--- src/rtl/qpsk_diff_deser.sv ---
module qpsk_diff_deser #(
  parameter int QW = 2
) (
  input  logic clk,
  input  logic rst_n,
  input  logic sym_valid,
  input  logic i_neg,
  input  logic q_neg,
  output logic bit_out,
  output logic bit_valid
);

  logic [QW-1:0] quad, prev_q, diff;
  logic [1:0]    dibit;
  logic          have_prev, lsb_pend, lsb_hold;

  assign quad  = {q_neg, i_neg ^ q_neg};
  assign diff  = quad - prev_q;
  assign dibit = {diff[1], diff[1] ^ diff[0]};

  always_ff @(posedge clk or negedge rst_n) begin
    if (!rst_n) begin
      prev_q    <= '0;
      have_prev <= 1'b0;
      lsb_pend  <= 1'b0;
      lsb_hold  <= 1'b0;
      bit_out   <= 1'b0;
      bit_valid <= 1'b0;
    end else begin
      bit_valid <= 1'b0;
      if (sym_valid) begin
        prev_q    <= quad;
        have_prev <= 1'b1;
        lsb_pend  <= have_prev;
        if (have_prev) begin
          bit_out   <= dibit[1];
          bit_valid <= 1'b1;
          lsb_hold  <= dibit[0];
        end
      end else if (lsb_pend) begin
        bit_out   <= lsb_hold;
        bit_valid <= 1'b1;
        lsb_pend  <= 1'b0;
      end
    end
  end

endmodule

--- config.mk ---
export PLATFORM = sky130hd
export DESIGN_NAME = qpsk_diff_deser
export DESIGN_NICKNAME = d
export VERILOG_FILES = /design/src/rtl/qpsk_diff_deser.sv
export SDC_FILE = /design/constraint.sdc
export NUM_CORES = 1
export LEC_CHECK = 0
export BUFFER_PORTS_ARGS = -buffer_cell sky130_fd_sc_hd__buf_4
export CAP_MARGIN = 20
export CORE_AREA = 2 2 39 41
export DETAILED_ROUTE_END_ITERATION = 16
export DIE_AREA = 0 0 41 43
export GPL_ROUTABILITY_DRIVEN = 0
export RECOVER_POWER = 25
export SLEW_MARGIN = 20
export SYNTH_ARGS = -nofsm -noshare
export SYNTH_HDL_FRONTEND = slang
export SYNTH_SLANG_ARGS = --single-unit
--- constraint.sdc ---
create_clock -name clk -period 2.9 [get_ports clk]
set_input_delay 0.145 -clock clk [delete_from_list [all_inputs] [get_ports clk]]
set_output_delay 0.145 -clock clk [all_outputs]
set_load 0.01 [all_outputs]
Yosys cells after proc, flatten, opt, wreduce, memory -nomap -nowiden. Cells that the tools add are included.

$add $sub $neg: 1. Equal/unequal tests: 1. Multiplexer cells: 7. Bitwise operators: 2. Reductions and logical operators: 3.

Operators by type and width (count): two-way mux 1 bit (7); AND reduction 2 bit (2); inequality test 2 x 1 -> 1 bit, second input constant (1); nonzero test 2 bit (1); subtractor 2 bit (1); XOR 1 bit (2).

Bits in registers: 7. Input bits: 5. Word-level logic and storage cells: 20.

Logic depth before layout (Yosys ltp).
Depth after elaboration: 4. Mapped depth: 5. Mapped depth without buffers: 5.

Worst setup path after synthesis. OpenSTA, ideal clock, no wires.

Path type: reg-to-reg. From: reg prev_q[0]. To: reg lsb_hold. Data arrival time: 0.935 ns. Required time: 2.778 ns. Path slack: 1.843 ns. Stages on the path, launching flop included: 5. Buffers on the path: 0. Cells stage by stage: dfrtp_1 ha_1 xnor3_1 xnor2_1 o21ai_1.

Longest elaborated chain between the ends: 2.

Ends and longest elaborated chain: from (decl) (line 13) `logic [QW-1:0] quad, prev_q, diff;`; from (signal assigned) (line 32) `prev_q <= quad;`; subtractor 2 bit (line 18) `assign diff = quad - prev_q;`; XOR 1 bit (line 19) `assign dibit = {diff[1], diff[1] ^ diff[0]};`; to (signal assigned) (line 38) `lsb_hold <= dibit[0];`; to (decl) (line 15) `logic have_prev, lsb_pend, lsb_hold;`.

No other way between the ends. A chain may end at the register's enable or synchronous reset.

Worst setup path in the final report. Same ends and word-level chain as after synthesis.

==> flow_metrics.tcl <==
set metrics [dict create \
    grt_usage 0.0750 \
    p_per_area_mw_per_mm2 645 \
    outcome "finished, final reports clean" \
    cts.clk_slew.worst_paths_ps 50 \
    worstHoldStart "sym_valid" \
    tns_ps 0 \
    peakVddDrop_mv 0.315 \
    finalCriticalPeriod_ps 1090 \
    antenna_cells 0 \
    fp.dieW_um 41 \
    synthSimpleGateAreaFrac 0.0772 \
    cpPeakStageDelay_ps 370 \
    worst_pin_slew_ps 380 \
    dp.cells 47 \
    cts_root_buf "clkbuf_4" \
    cts_tree "built" \
    slowest_stage "dfrtp_1" \
    clock_sinks 7 \
    cp_max_fo 2 \
    finalCoreUtilization 0.293 \
    viasPerCell 3.92 \
    worstSetupStartpoint "prev_q[0]" \
    num_rows 14 \
    ys_ff_latch 7 \
    grt_max_degree 9 \
    cts_resized 0 \
    clk_path_buf_depth 2 \
    hold_viol 0 \
    htree_levels 1 \
    final_common_cell "dfrtp_1" \
    drive_above_1_share 0.306 \
    clk_latency_ps 250 \
    final_cell_mix "dfrtp_1 (7), buf_4 (5), clkbuf_4 (3)" \
    antenna_found_initial 0 \
    rsz0062_at_grt "false" \
    overflow 0 \
    cp_cell_sequence "ha_1 > xnor3_1 > xnor2_1 > o21ai_1" \
    initial_core_util 0.222 \
    drv_cap 0 \
    coreArea_sq_mm 0.00138 \
    synth.avg_cell_area_sq_um 12.3 \
    ys_warn_count 0 \
    worstSetupStartpointType "register" \
    dr.pass1.iters 2 \
    synth-xor-area-share 0.130 \
    synth_compound_area_frac 0.0854 \
    ys_types 14 \
    vias 204 \
    portBuffers 6 \
    wl_per_cell_um 8.81 \
    dieArea_sq_mm 0.00176 \
    drt_wl_total_um 458 \
    syn-num-nets 31 \
    grt_pass1_wl_um 772 \
    worstHoldPathType "in -> reg" \
    required_ps 3040 \
    slew_violations 0 \
    synth_cells 25 \
    drt-initial-drc-count 1 \
    synth_mux_area_frac 0.0732 \
    holdBufCountCts 1 \
    cts_made_buffers 3 \
    dieHeight_um 43 \
    fmax_mhz 917 \
    fin_skew_ps 3.87 \
    cp_data_arrival_time_ps 1230 \
    post_cts.repair.setup_buffers 0 \
    final_cells 52 \
    ant_nets 0 \
    pin_count 7 \
    leakage_nw 0.184 \
    endpoint_kind "register" \
    finalNetCount 43 \
    r2r_start "prev_q[0]" \
    rrSetupSlack_ps 1810 \
    synth-adder-area-share 0.0407 \
    crit_type "reg -> reg" \
    ys_seq_area_frac 0.569 \
    setup_violations 0 \
    syn_area_sq_um 308 \
    fillers 161 \
    synth_top_family_by_area "XOR/XNOR gates" \
    area_growth_pct 31.7 \
    grt_pass1_vias 199 \
    relSlewSlack 0.747 \
    remaining_drc_errors 0 \
    finalCritPeriodShare 0.376 \
]
## Yosys cell counts
cell / instances / area [sq um]
inv_1: 2 / 7.51
nor2_1: 1 / 3.75
a21oi_1: 2 / 10.0
or2_2: 1 / 6.26
o21ai_0: 1 / 5.00
dfrtp_1: 7 / 175
xnor3_1: 1 / 22.5
nand2b_1: 1 / 6.26
xnor2_1: 2 / 17.5
o21ai_1: 1 / 5.00
o22ai_1: 1 / 6.26
nand2_1: 2 / 7.51
mux2_2: 2 / 22.5
ha_1: 1 / 12.5
## flip-flops by register name (all words and copies together), names as in the netlist
register	cells
lsb_pend	1
bit_out	1
have_prev	1
bit_valid	1
lsb_hold	1
prev_q	2
## worst paths after layout
kind / end / cells after the start
hold reg to reg: have_prev / 1
setup reg to reg: lsb_hold / 4
hold / removal: prev_q[0] / 2
setup / recovery: lsb_hold / 4
max in group asynchronous: prev_q[0] / 2
min in group asynchronous: lsb_hold / 2
## cell type report
type                    count  area [sq um]  area share
repair buffers              7          51.3       0.127
multi-input cells          16           125       0.309
clock buffers               4          26.3      0.0648
well taps                  16          20.0      0.0494
inverters                   2          7.51      0.0185
flip-flops and latches      7           175       0.432
## critical path: cells and delay by family, from the launching register on
family | cells | cell delay [ps]
AOI/OAI and AO/OA | 1 | 70
xor gates and xnor gates | 2 | 350
adders and majority gates | 1 | 180
DFF | 1 | 370
## cells by family after synthesis
logic type,count (synthesis)
compound gates,5
xor+xnor,3
mux,2
buf+inv,2
simple gates,5
fa+ha+maj,1
flops,7
## per-stage QoR
| step | instance area, sq um | hold slack, ps | worst slack (ps) | power [mW] |
|---|---|---|---|---|
| floorplan | 308 | -151 | 1840 | 0.155 |
| global placement | 373 | -37.8 | 1640 | 0.175 |
| detailed placement | 373 | -37.7 | 1640 | 0.176 |
| CTS | 409 | 121 | 1800 | 0.268 |
| global route | 405 | 141 | 1720 | 0.280 |
| finish | 405 | 125 | 1810 | 0.261 |
## report_power, final
| group | leakage [nW] | switching (mW) | total, mW | internal (mW) |
|---|---|---|---|---|
| Sequential | 0.0778 | 0.00781 | 0.119 | 0.112 |
| Combinational | 0.0913 | 0.0222 | 0.0543 | 0.0322 |
| Clock | 0.0150 | 0.0351 | 0.0875 | 0.0525 |
| Total | 0.184 | 0.0651 | 0.261 | 0.196 |
## layer usage
metal	vias up	wire length, um	GRT usage
li1	104	-	-
met1	90	200	0.0728
met2	7	193	0.0875
met3	3	50	0.0785
met4	0	13	0.0600
met5	-	0	0
Power figures use the tool's default switching activity.
